`config.mk`:
```
export PLATFORM = sky130hd
export DESIGN_NAME = wr_burst_packer
export DESIGN_NICKNAME = d
export VERILOG_FILES = /design/src/rtl/pkr_pkg.sv /design/src/rtl/pkr_lane_step.sv /design/src/rtl/pkr_addr_step.sv /design/src/rtl/wr_burst_packer.sv
export SDC_FILE = /design/constraint.sdc
export NUM_CORES = 1
export LEC_CHECK = 0
export BUFFER_PORTS_ARGS = -buffer_cell sky130_fd_sc_hd__buf_2
export CAP_MARGIN = 20
export CELL_PAD_IN_SITES_DETAIL_PLACEMENT = 1
export CELL_PAD_IN_SITES_GLOBAL_PLACEMENT = 2
export CORE_ASPECT_RATIO = 1.25
export CORE_MARGIN = 5
export CORE_UTILIZATION = 30
export DETAILED_ROUTE_END_ITERATION = 7
export PLACE_DENSITY = 0.86
export SKIP_CTS_REPAIR_TIMING = 1
export SYNTH_ARGS = -nofsm -noshare
export SYNTH_HDL_FRONTEND = slang
export SYNTH_SLANG_ARGS = --single-unit
```
`constraint.sdc`:
```
create_clock -name clk -period 4.8 [get_ports clk]
set_input_delay 0.24 -clock clk [delete_from_list [all_inputs] [get_ports clk]]
set_output_delay 0.24 -clock clk [all_outputs]
set_load 0.05 [all_outputs]
```
`src/rtl/pkr_pkg.sv`:
```
package pkr_pkg;
    localparam int WORD_W      = 32;
    localparam int LANES       = 2;
    localparam int BEAT_W      = WORD_W * LANES;
    localparam int LANE_BYTES  = WORD_W / 8;
    localparam int MASK_W      = BEAT_W / 8;
    localparam int BURST_BEATS = 2;
    localparam int BURST_WORDS = LANES * BURST_BEATS;

    typedef enum logic [1:0] {
        ST_IDLE = 2'd0,
        ST_FILL = 2'd1,
        ST_SEND = 2'd2
    } pkr_state_e;
endpackage

```
`src/rtl/pkr_lane_step.sv`:
```
module pkr_lane_step #(
    parameter int CNT_W = 8
) (
    input  logic [1:0]       lead_i,
    input  logic [CNT_W-1:0] left_i,
    input  logic             word_valid_i,
    output logic             want_word_o,
    output logic             advance_o,
    output logic             is_word_o,
    output logic [1:0]       lead_nxt_o,
    output logic [CNT_W-1:0] left_nxt_o
);
    always_comb begin
        want_word_o = 1'b0;
        advance_o   = 1'b0;
        is_word_o   = 1'b0;
        lead_nxt_o  = lead_i;
        left_nxt_o  = left_i;
        if (lead_i != 2'd0) begin
            advance_o  = 1'b1;
            lead_nxt_o = lead_i - 2'd1;
        end else if (left_i != '0) begin
            want_word_o = 1'b1;
            if (word_valid_i) begin
                advance_o  = 1'b1;
                is_word_o  = 1'b1;
                left_nxt_o = left_i - CNT_W'(1);
            end
        end else begin
            advance_o = 1'b1;
        end
    end
endmodule

```
`src/rtl/pkr_addr_step.sv`:
```
module pkr_addr_step #(
    parameter int ADDR_W = 16,
    parameter int STEP   = 4
) (
    input  logic              clk,
    input  logic              rst_n,
    input  logic              load_i,
    input  logic [ADDR_W-1:0] load_val_i,
    input  logic              step_i,
    output logic [ADDR_W-1:0] addr_o
);
    always_ff @(posedge clk) begin
        if (!rst_n) begin
            addr_o <= '0;
        end else if (load_i) begin
            addr_o <= load_val_i;
        end else if (step_i) begin
            addr_o <= addr_o + ADDR_W'(STEP);
        end
    end
endmodule

```
`src/rtl/wr_burst_packer.sv`:
```
module wr_burst_packer
    import pkr_pkg::*;
#(
    parameter int ADDR_W = 16,
    parameter int CNT_W  = 8
) (
    input  logic              clk,
    input  logic              rst_n,
    input  logic              start_i,
    input  logic [ADDR_W-1:0] start_addr_i,
    input  logic [CNT_W-1:0]  word_cnt_i,
    output logic              busy_o,
    output logic              done_o,
    input  logic              word_valid_i,
    input  logic [WORD_W-1:0] word_data_i,
    output logic              word_ready_o,
    output logic              cmd_valid_o,
    output logic [ADDR_W-1:0] cmd_addr_o,
    output logic              beat_valid_o,
    output logic [BEAT_W-1:0] beat_data_o,
    output logic [MASK_W-1:0] beat_mask_o,
    input  logic              mc_ready_i
);
    pkr_state_e        state_q, state_d;
    logic [1:0]        lead_q;
    logic [CNT_W-1:0]  left_q;
    logic              lane_q;
    logic              beat_q;
    logic [BEAT_W-1:0] data_q;
    logic [MASK_W-1:0] mask_q;
    logic              done_q;

    logic              want_word, advance, is_word;
    logic [1:0]        lead_n;
    logic [CNT_W-1:0]  left_n;
    logic              accept_start, beat_acc, last_beat;
    logic [ADDR_W-1:0] addr_q;

    assign accept_start = start_i && (state_q == ST_IDLE);
    assign beat_acc     = (state_q == ST_SEND) && mc_ready_i;
    assign last_beat    = beat_q && (left_q == '0);

    pkr_lane_step #(.CNT_W(CNT_W)) u_lane (
        .lead_i      (lead_q),
        .left_i      (left_q),
        .word_valid_i(word_valid_i),
        .want_word_o (want_word),
        .advance_o   (advance),
        .is_word_o   (is_word),
        .lead_nxt_o  (lead_n),
        .left_nxt_o  (left_n)
    );

    pkr_addr_step #(.ADDR_W(ADDR_W), .STEP(BURST_WORDS)) u_addr (
        .clk       (clk),
        .rst_n     (rst_n),
        .load_i    (accept_start),
        .load_val_i(start_addr_i),
        .step_i    (beat_acc && beat_q),
        .addr_o    (addr_q)
    );

    // state register
    always_ff @(posedge clk) begin
        if (!rst_n) state_q <= ST_IDLE;
        else        state_q <= state_d;
    end

    // transitions
    always_comb begin
        state_d = state_q;
        unique case (state_q)
            ST_IDLE: if (accept_start && (word_cnt_i != '0)) state_d = ST_FILL;
            ST_FILL: if (advance && lane_q) state_d = ST_SEND;
            ST_SEND: if (mc_ready_i) state_d = last_beat ? ST_IDLE : ST_FILL;
            default: state_d = ST_IDLE;
        endcase
    end

    // lane and beat datapath
    always_ff @(posedge clk) begin
        if (!rst_n) begin
            lead_q <= '0;
            left_q <= '0;
            lane_q <= 1'b0;
            beat_q <= 1'b0;
            data_q <= '0;
            mask_q <= '0;
            done_q <= 1'b0;
        end else begin
            done_q <= (accept_start && (word_cnt_i == '0)) || (beat_acc && last_beat);
            if (accept_start) begin
                lead_q <= start_addr_i[1:0];
                left_q <= word_cnt_i;
                lane_q <= 1'b0;
                beat_q <= 1'b0;
            end
            if ((state_q == ST_FILL) && advance) begin
                lead_q <= lead_n;
                left_q <= left_n;
                lane_q <= ~lane_q;
                for (int l = 0; l < LANES; l++) begin
                    if (lane_q == 1'(l)) begin
                        data_q[l*WORD_W +: WORD_W]         <= is_word ? word_data_i : '0;
                        mask_q[l*LANE_BYTES +: LANE_BYTES] <= is_word ? '0 : '1;
                    end
                end
            end
            if (beat_acc) beat_q <= ~beat_q;
        end
    end

    // outputs
    always_comb begin
        busy_o       = (state_q != ST_IDLE);
        word_ready_o = (state_q == ST_FILL) && want_word;
        beat_valid_o = (state_q == ST_SEND);
        cmd_valid_o  = (state_q == ST_SEND) && !beat_q;
        cmd_addr_o   = addr_q;
        beat_data_o  = data_q;
        beat_mask_o  = mask_q;
        done_o       = done_q;
    end
endmodule

```
==> results of run 1 <==
[cell usage after synthesis, types with 4 or more instances]
cell / number
buf_4: 6
nand4_1: 5
nor3_1: 7
dfxtp_1: 97
xnor2_1: 5
o21ai_0: 52
a211oi_1: 6
nor4_1: 5
nand2_1: 87
nand3_1: 9
ha_1: 4
or2_0: 29
and2_1: 33
buf_6: 6
inv_1: 8
o22ai_1: 4
xor2_1: 6
nor2_1: 17
a21oi_1: 58
o21ai_1: 30
clkbuf_1: 28
[through the flow]
step           area, sq um  std cells  worst slack, ns
2_1_floorplan         4400        550             2.80
5_1_grt               5520        857             1.93
3_3_place_gp          5180        840             2.30
4_1_cts               5490        856             2.18
6_report              5520        857             2.21
3_5_place_dp          5180        840             2.21
[worst min-delay path: cells and delay by family]
family,cells,cell delay [ns]
simple gates,1,0.06
compound gates,1,0.05
buf+inv,1,0.13
[layout make-up]
cell class | count | area [sq um]
Tap cell | 178 | 223
Timing Repair Buffer | 157 | 816
Clock inverter | 6 | 75.1
Sequential cell | 97 | 1940
Multi-Input combinational cell | 401 | 2200
Inverter | 8 | 30.0
Clock buffer | 10 | 229
Fill cell | 1792 | 8890
[cell usage in the layout, fill, tap and decap left out, types with 9 or more instances in the layout]
master,count
buf_2,153
dfxtp_1,97
nand2_1,87
a21oi_1,58
o21ai_0,52
and2_1,33
o21ai_1,30
or2_0,29
nor2_1,17
nand3_1,9
clkbuf_16,9
[worst max-delay path by stage]
stage,from,to,cells past startpoint
detailed placement,state_q[0],beat_data_o[61],5
global route,state_q[0],beat_data_o[35],5
finish,state_q[0],beat_data_o[36],5
CTS,state_q[0],beat_data_o[61],5
floorplan,left_q[0],beat_data_o[35],8
global placement,state_q[0],beat_data_o[33],5
[kinds of logic (layout without fill, tap and decap cells)]
group / after synthesis / count (layout)
xor+xnor: 11 / 11
compound gates: 165 / 165
buf+inv: 52 / 181
flops: 97 / 97
fa+ha+maj: 4 / 4
mux: 2 / 2
simple gates: 219 / 219
[per-layer routing]
layer | GRT usage | vias to the layer above | routed length (um)
li1 | - | 2131 | -
met1 | 0.200 | 2074 | 6430
met2 | 0.287 | 130 | 7140
met3 | 0.0397 | 13 | 923
met4 | 0.0573 | 0 | 228
met5 | 0 | - | 0
[power groups by stage]
stage | Sequential, mW | Clock (mW) | Combinational, mW
after floorplan | 1.00 | 0 | 0.307
after global placement | 0.907 | 0 | 0.526
after detailed placement | 0.910 | 0 | 0.543
after CTS | 0.892 | 0.770 | 0.545
after global routing | 0.899 | 0.798 | 0.602
final | 0.892 | 0.751 | 0.552
[state kept, by name (all words and copies together) (netlist names)]
register and cells:
lead_q 2, left_q 8, lane_q 1, u_addr.addr_o 16
state_q 2, beat_mask_o 2, beat_q 1, done_o 1
beat_data_o 64
==> reports/qor.yml, run 1 <==
sta:
  skew_ns: 0.00779
  final-setup-viol-count: 0
  relSlewSlack: 0.335
  fin_setup_tns_ns: 0
  hold_viol: 0
  rsz0062_at_grt: "no"
  tightest_slew_ns: 0.994
  fin_crit_ns: 2.59
  holdWs_ns: 0.170
  drv_slew: 0
  finalCritPeriodShare: 0.540
  clock.fmax_mhz: 386
detailed_routing:
  vias: 4348
  firstDrtPassIters: 7
  drc: 0
  routedWlPerCell_um: 17.2
  totalWireLength_um: 14700
  drtIter0Drc: 178
  via_per_inst: 5.07
  antenna_left: 0
min_path:
  min-delay-start: "start_addr_i[1]"
  whs_endpoint: "u_addr.addr_o[1]"
  hp-class: "primary input to flip-flop"
  hold_depth: 3
logic_synthesis:
  synth.distinct_cells: 50
  synth_top_area_share: 0.441
  async_flop_share: 0
  synth-warning-count: 0
  ys_seq_elements: 97
  syn_nets: 615
  synthAdderAreaFrac: 0.0114
  syn_area_per_cell_sq_um: 8.01
  synth_edf_count: 0
  syn_area_sq_um: 4400
  synthXorXnorAreaFrac: 0.0219
  synth_area_leader_cell: "dfxtp_1"
  yosys.area_share.simple: 0.254
  muxShareOfSynthArea: 0.00455
  synth-compound-area-share: 0.207
  yosysSeqAreaShare: 0.441
  dominantRegCellSynth: "dfxtp_1"
  synth_top_family_by_area: "simple AND/OR/NAND/NOR gates"
  netlist_instances: 550
  synth.top_cells.by_area: "dfxtp_1 44%, nand2_1 7.4%, a21oi_1 6.6%"
placed_design:
  gp_congestion: 0.796
  hpwl_um: 10600
  portBuffers: 153
pwr:
  switching_share: 0.354
  clock_power_share: 0.342
  total_power_mw: 2.20
  power_frac_comb: 0.251
  vdd_drop_max_v: 0.000191
  leakage_nw: 2.33
  pwr-share-seq: 0.406
  p_switching_mw: 0.778
  power-per-cell-area_nw_per_um2: 398
  p_int_mw: 1.42
floorplan:
  die_area_sq_um: 17200
  die_w_um: 118
  die_h_um: 145
  io_pins: 154
  rows: 49
  coreArea_sq_um: 14400
  initial_core_util: 0.306
clocking:
  worstSkewPairLatency_ns: 0.35
  cts_tree: "yes"
  cts_buffers: 9
  htreeDepth: 3
  clkSinkCount: 97
  clkSlewWorstSetupHoldPaths_ns: 0.07
  cts-root-buf: "clkbuf_16"
  clockBufferDepth: 2
cells_and_area:
  final_core_util: 0.383
  antenna_cells: 0
  area_growth_pct: 25.3
  final_nets: 739
  drive_gt1_frac: 0.265
run_status:
  outcome: "finished clean"
critical_path:
  slowest_delay_ns: 0.68
  start_kind: "flip-flop"
  critical_path_class: "flip-flop to flip-flop"
  ff2ff_setup_slack_ns: 2.21
  r2r_start: "state_q[0]"
  crit_family: "simple AND/OR/NAND/NOR gates"
  reg2regPathDepth: 5
  crit_chain: "nor2b_1 -> nand2_1 -> or2_4 -> o21ai_1 -> and2_1"
  path_buf_inv: 0
  arrival_ns: 2.89
  cpMaxStageDelayCell: "nand2_1"
  end_kind: "flip-flop"
  crit_required_ns: 5.10
  crit_fanout: 34
  r2r-end: "beat_data_o[36]"
grt:
  track_usage: 0.166
  grt_overflow: 0
  antenna_found_initial: 0
  grt_pass1_wl_um: 23500
  grt_pass1_vias: 4584
  grt_max_degree: 53
run:
  max_cap_violations: 0
Power figures use the tool's default switching activity.
==> run 2, diff against run 1 <==
--- a/config.mk
+++ b/config.mk
@@ -11,9 +11,9 @@
 export CELL_PAD_IN_SITES_GLOBAL_PLACEMENT = 2
 export CORE_ASPECT_RATIO = 1.25
 export CORE_MARGIN = 5
-export CORE_UTILIZATION = 30
+export CORE_UTILIZATION = 28
 export DETAILED_ROUTE_END_ITERATION = 7
-export PLACE_DENSITY = 0.86
+export PLACE_DENSITY = 0.81
 export SKIP_CTS_REPAIR_TIMING = 1
 export SYNTH_ARGS = -nofsm -noshare
 export SYNTH_HDL_FRONTEND = slang
==> constraint.sdc (replaced) <==
create_clock -name clk -period 2.68 [get_ports clk]
set_input_delay 0.134 -clock clk [delete_from_list [all_inputs] [get_ports clk]]
set_output_delay 0.134 -clock clk [all_outputs]
set_load 0.05 [all_outputs]
==> run 2 against run 1 <==
Worst hold slack worse by 0.13 ns. Non-clock buffer count increased by 4. First-iteration DRC count shrank 5.6%. Wire length down 0.87%. Register-to-register slack lost 1.9 ns. Final area increased by 1.2%. Largest power group unchanged. Die area increased by 6.6%.
==> reports/qor.yml, run 2 (synthesized netlist as in run 1, its figures left out) <==
critical_path:
  crit_fanout: 21  # -38%
  critical_path_class: "flip-flop to flip-flop"
  start_kind: "flip-flop"
  end_kind: "flip-flop"
  crit_end: "left_q[6]"
  ff2ff_setup_slack_ns: 0.31  # -1.89 ns
  crit_required_ns: 2.91  # -2.19 ns
  r2r-end: "left_q[6]"
  arrival_ns: 2.59  # -0.30 ns
  worstSetupStartpoint: "left_q[0]"
  r2r_start: "left_q[0]"
  reg2regPathDepth: 7  # +2
pwr:
  leakage_nw: 2.34  # +0.62%
  p_int_mw: 2.49  # +75%
  power-per-cell-area_nw_per_um2: 699  # +76%
  p_switching_mw: 1.42  # +82%
  clock_power_share: 0.337  # -0.005
  power_frac_comb: 0.254  # +0.003
  pwr-share-seq: 0.409  # +0.003
  switching_share: 0.363  # +0.00863
  vdd_drop_max_v: 0.000264  # +38%
grt:
  grt_max_degree: 58  # +9.4%
  grt_pass1_wl_um: 23100  # -1.9%
  antenna_found_initial: 0  # unchanged
  track_usage: 0.158  # -0.00784
  grt_pass1_vias: 4538  # -1.0%
  grt_overflow: 0  # unchanged
placed_design:
  gp_congestion: 0.805  # +1.2%
  portBuffers: 153  # unchanged
  dp_worst_setup_slack_ns: 0.362  # -1.85 ns
  hpwl_um: 10900  # +2.9%
run:
  max_cap_violations: 0  # unchanged
sta:
  rsz0062_at_grt: "no"
  finalCritPeriodShare: 0.883  # +0.343
  skew_ns: 0.00953  # +0.00173 ns
  drv_slew: 0  # unchanged
  final-setup-viol-count: 0  # unchanged
  hold_viol: 0  # unchanged
  tightest_slew_ns: 0.697  # -0.297 ns
  relSlewSlack: 0.532  # +0.197
  fin_crit_ns: 2.37  # -0.226 ns
  fin_ws_ns: 0.314  # -1.89 ns
  fin_setup_tns_ns: 0  # unchanged
  clock.fmax_mhz: 423  # +9.6%
clocking:
  cts_tree: "yes"
  clockBufferDepth: 2  # unchanged
  worstSkewPairLatency_ns: 0.36  # about the same
  cts-root-buf: "clkbuf_16"
  htreeDepth: 3  # unchanged
  cts_buffers: 9  # unchanged
  clkSlewWorstSetupHoldPaths_ns: 0.07  # about the same
  clkSinkCount: 97  # unchanged
floorplan:
  coreArea_sq_um: 15500  # +7.6%
  io_pins: 154  # unchanged
  initial_core_util: 0.284  # -0.0217
  die_h_um: 150  # +3.3%
  die_area_sq_um: 18400  # +6.6%
  rows: 51  # +4.1%
  die_w_um: 122  # +3.2%
detailed_routing:
  routedWlPerCell_um: 16.3  # -5.1%
  drc: 0  # unchanged
  via_per_inst: 4.88  # -3.7%
  vias: 4371  # +0.53%
  totalWireLength_um: 14600  # -0.87%
  firstDrtPassIters: 4  # -3
  drtIter0Drc: 168  # -5.6%
  antenna_left: 0  # unchanged
cells_and_area:
  drive_gt1_frac: 0.271  # +0.00577
  final_nets: 743  # +0.54%
  antenna_cells: 0  # unchanged
  area_growth_pct: 26.8
  final_cell_mix: "153 x buf_2, 97 x dfxtp_1, 87 x nand2_1"
  largest_register_ffs: 64  # unchanged
  final_common_cell: "buf_2"
min_path:
  hp-class: "primary input to flip-flop"
run_status:
  outcome: "finished clean"
[run 2: critical path: stages (launching register included)]
cell and delay, ns:
dfxtp_1 0.34, inv_1 0.10, ha_1 0.17, or3b_2 0.51, o211a_4 0.34, nor2_1 0.43, mux2i_1 0.24, o22ai_1 0.11
[run 2: area by class of cell]
cell class,count,area (sq um)
clock buffer,10,239
clock inverter,6,56.3
fill,1965,9920
inverter,8,30.0
multi-input combinational,401,2200
sequential,97,1940
tap,212,265
timing repair buffer,161,851
[run 2: per-layer routing]
layer / global-route usage / vias up / wire (um)
met5: 0 / - / 0
met4: 0.0577 / 0 / 274
met3: 0.0421 / 18 / 1080
met2: 0.282 / 135 / 7210
met1: 0.180 / 2080 / 6040
li1: - / 2138 / -
[run 2: power by group through the flow]
stage / Sequential, mW / Clock, mW / Combinational (mW)
after floorplan: 1.79 / 0 / 0.550
after CTS: 1.60 / 1.35 / 1.01
after detailed placement: 1.63 / 0 / 1.00
final: 1.60 / 1.32 / 0.992
after global routing: 1.61 / 1.41 / 1.08
after global placement: 1.62 / 0 / 0.981
[run 2: how the worst min path moves through the flow]
stage / startpoint / endpoint / slack [ns] / cells past startpoint
3_3_place_gp: start_addr_i[1] / u_addr.addr_o[1] / 0.40 / 3
2_1_floorplan: start_addr_i[1] / u_addr.addr_o[1] / 0.27 / 2
6_report: start_addr_i[1] / u_addr.addr_o[1] / 0.04 / 3
5_1_grt: start_addr_i[1] / u_addr.addr_o[1] / 0.08 / 3
4_1_cts: start_addr_i[1] / u_addr.addr_o[1] / 0.03 / 3
3_5_place_dp: start_addr_i[1] / u_addr.addr_o[1] / 0.41 / 3
[run 2: per-stage QoR]
| stage | hold WS [ns] | utilization | power [mW] | cells | area, sq um |
|---|---|---|---|---|---|
| after floorplan | 0.270 | - | 2.34 | 550 | 4400 |
| after global placement | 0.398 | 0.341 | 2.61 | 879 | 5290 |
| final | 0.0384 | 0.360 | 3.90 | 895 | 5590 |
| after CTS | 0.0311 | 0.360 | 3.96 | 895 | 5590 |
| after detailed placement | 0.408 | 0.341 | 2.63 | 879 | 5290 |
| after global routing | 0.0832 | 0.360 | 4.10 | 895 | 5590 |
==> run 3, diff against run 2 <==
--- a/config.mk
+++ b/config.mk
@@ -11,9 +11,9 @@
 export CELL_PAD_IN_SITES_GLOBAL_PLACEMENT = 2
 export CORE_ASPECT_RATIO = 1.25
 export CORE_MARGIN = 5
-export CORE_UTILIZATION = 28
+export CORE_UTILIZATION = 30
 export DETAILED_ROUTE_END_ITERATION = 7
-export PLACE_DENSITY = 0.81
+export PLACE_DENSITY = 0.86
 export SKIP_CTS_REPAIR_TIMING = 1
 export SYNTH_ARGS = -nofsm -noshare
 export SYNTH_HDL_FRONTEND = slang
==> constraint.sdc (replaced) <==
create_clock -name clk -period 2.85 [get_ports clk]
set_input_delay 0.1425 -clock clk [delete_from_list [all_inputs] [get_ports clk]]
set_output_delay 0.1425 -clock clk [all_outputs]
set_load 0.05 [all_outputs]
==> run 3 against run 2 <==
Maximum frequency is 2.3% lower. Utilization grew 2.2 points. Clock-buffer cell count stayed put. Wire length is 0.12% lower. Final area fell by 1.3%. Sequential power shrank 6%. Global-route usage rose by 0.62 points. Via count shrank 0.23%. Register-to-register slack improved by 0.11 ns. Critical path type unchanged. Critical endpoint is now beat_data_o[32]. Largest power group unchanged.
==> reports/qor.yml, run 3 (synthesized netlist as in run 1, its figures left out) <==
run_status:
  outcome: "finished clean"
detailed_routing:
  firstDrtPassIters: 4  # unchanged
  routedWlPerCell_um: 17.0  # +3.9%
  vias: 4361  # -0.23%
  totalWireLength_um: 14600  # -0.12%
  drtIter0Drc: 163  # -3.0%
  via_per_inst: 5.07  # +3.8%
  drc: 0  # unchanged
  antenna_left: 0  # unchanged
sta:
  fin_crit_ns: 2.42  # +0.0555 ns
  final-setup-viol-count: 0  # unchanged
  clock.fmax_mhz: 413  # -2.3%
  drv_slew: 0  # unchanged
  hold_viol: 0  # unchanged
  tightest_slew_ns: 0.750  # +0.0531 ns
  fin_setup_tns_ns: 0  # unchanged
  fin_ws_ns: 0.428  # +0.115 ns
  relSlewSlack: 0.496  # -0.0356
  finalCritPeriodShare: 0.850  # -0.0332
  rsz0062_at_grt: "no"
  skew_ns: 0.0113  # +0.00178 ns
grt:
  grt_pass1_vias: 4516  # -0.48%
  track_usage: 0.164  # +0.00615
  use_met2: 0.283  # +0.000855
  busiest_layer: "met2"
  grt_overflow: 0  # unchanged
  use_met1: 0.195  # +0.0148
  grt_use_met3: 0.0467  # +0.00457
  antenna_found_initial: 0  # unchanged
  grt_max_degree: 47  # -19%
  grt_pass1_wl_um: 23400  # +1.5%
cells_and_area:
  final_common_cell: "buf_2"
  final_cell_mix: "153 x buf_2, 97 x dfxtp_1, 87 x nand2_1"
  final_nets: 742  # -0.13%
  multi_input_area_sq_um: 2200  # unchanged
  area_growth_pct: 25.2
  largest_register_ffs: 64  # unchanged
  antenna_cells: 0  # unchanged
  nFillCells: 1790  # -8.9%
  drive_gt1_frac: 0.270  # -0.00107
  seq_area_sq_um: 1940  # unchanged
floorplan:
  rows: 49  # -3.9%
  initial_core_util: 0.306  # +0.0217
  io_pins: 154  # unchanged
  die_area_sq_um: 17200  # -6.2%
  coreArea_sq_um: 14400  # -7.1%
  die_h_um: 145  # -3.2%
  die_w_um: 118  # -3.1%
pwr:
  vdd_drop_max_v: 0.000302  # +14%
  power-per-cell-area_nw_per_um2: 659  # -5.7%
  leakage_nw: 2.33  # -0.68%
critical_path:
  crit_required_ns: 3.14  # +0.23 ns
  crit_fanout: 44  # +110%
  start_kind: "flip-flop"
  end_kind: "flip-flop"
  arrival_ns: 2.72  # +0.13 ns
  critical_path_class: "flip-flop to flip-flop"
placed_design:
  hpwl_um: 10600  # -2.3%
  portBuffers: 153  # unchanged
  dp_worst_setup_slack_ns: 0.436  # +0.0742 ns
  gp_congestion: 0.843  # +4.7%
clocking:
  htreeDepth: 3  # unchanged
  clkSlewWorstSetupHoldPaths_ns: 0.07  # about the same
  cts_buffers: 9  # unchanged
  cts_tree: "yes"
  clockBufferDepth: 2  # unchanged
  worstSkewPairLatency_ns: 0.36  # about the same
  cts-root-buf: "clkbuf_16"
  clkSinkCount: 97  # unchanged
run:
  max_cap_violations: 0  # unchanged
min_path:
  hp-class: "primary input to flip-flop"
==> run 3: worst paths after layout <==
kind,cells after the start,from,to,slack (ns)
setup / recovery,7,left_q[0],beat_data_o[32],0.43
hold / removal,3,start_addr_i[1],u_addr.addr_o[1],0.05
setup reg to reg,7,left_q[0],beat_data_o[32],0.43
hold reg to reg,2,beat_data_o[8],beat_data_o[8],0.46
==> run 3: where the power goes <==
part / internal [mW] / switching [mW] / total [mW] / leakage, nW
logic: 0.250 / 0.659 / 0.909 / 1.39
clock network: 0.635 / 0.588 / 1.22 / 0.143
registers: 1.43 / 0.0719 / 1.50 / 0.788
total: 2.32 / 1.32 / 3.63 / 2.33
==> run 3: cell type report <==
cell class	count	area share
Timing Repair Buffer	160	0.148
Tap cell	178	0.0404
Multi-Input combinational cell	401	0.399
Inverter	8	0.00545
Sequential cell	97	0.352
Clock buffer	10	0.0433
Clock inverter	6	0.0107
==> run 3: worst max-delay path, cell delays in order (launching register included) <==
cell and delay (ns):
dfxtp_1 0.33, inv_1 0.11, ha_1 0.16, or3b_2 0.51, o211a_4 0.41, or2_4 0.45, o21ai_0 0.23, and2_1 0.15
==> run 3: stage by stage <==
stage               hold WS, ns  utilization  power [mW]  std cells  area (sq um)
finish                   0.0482        0.383        3.63        860          5510
global route             0.0694        0.383        3.82        860          5510
CTS                      0.0376        0.383        3.68        860          5510
detailed placement        0.415        0.362        2.45        844          5220
global placement          0.410        0.362        2.42        844          5220
floorplan                 0.279            -        2.20        550          4400
==> run 3: layer usage <==
metal	vias up	wire, um
li1	2129	-
met2	132	7200
met3	17	1050
met4	0	273
met1	2083	6060
met5	-	0
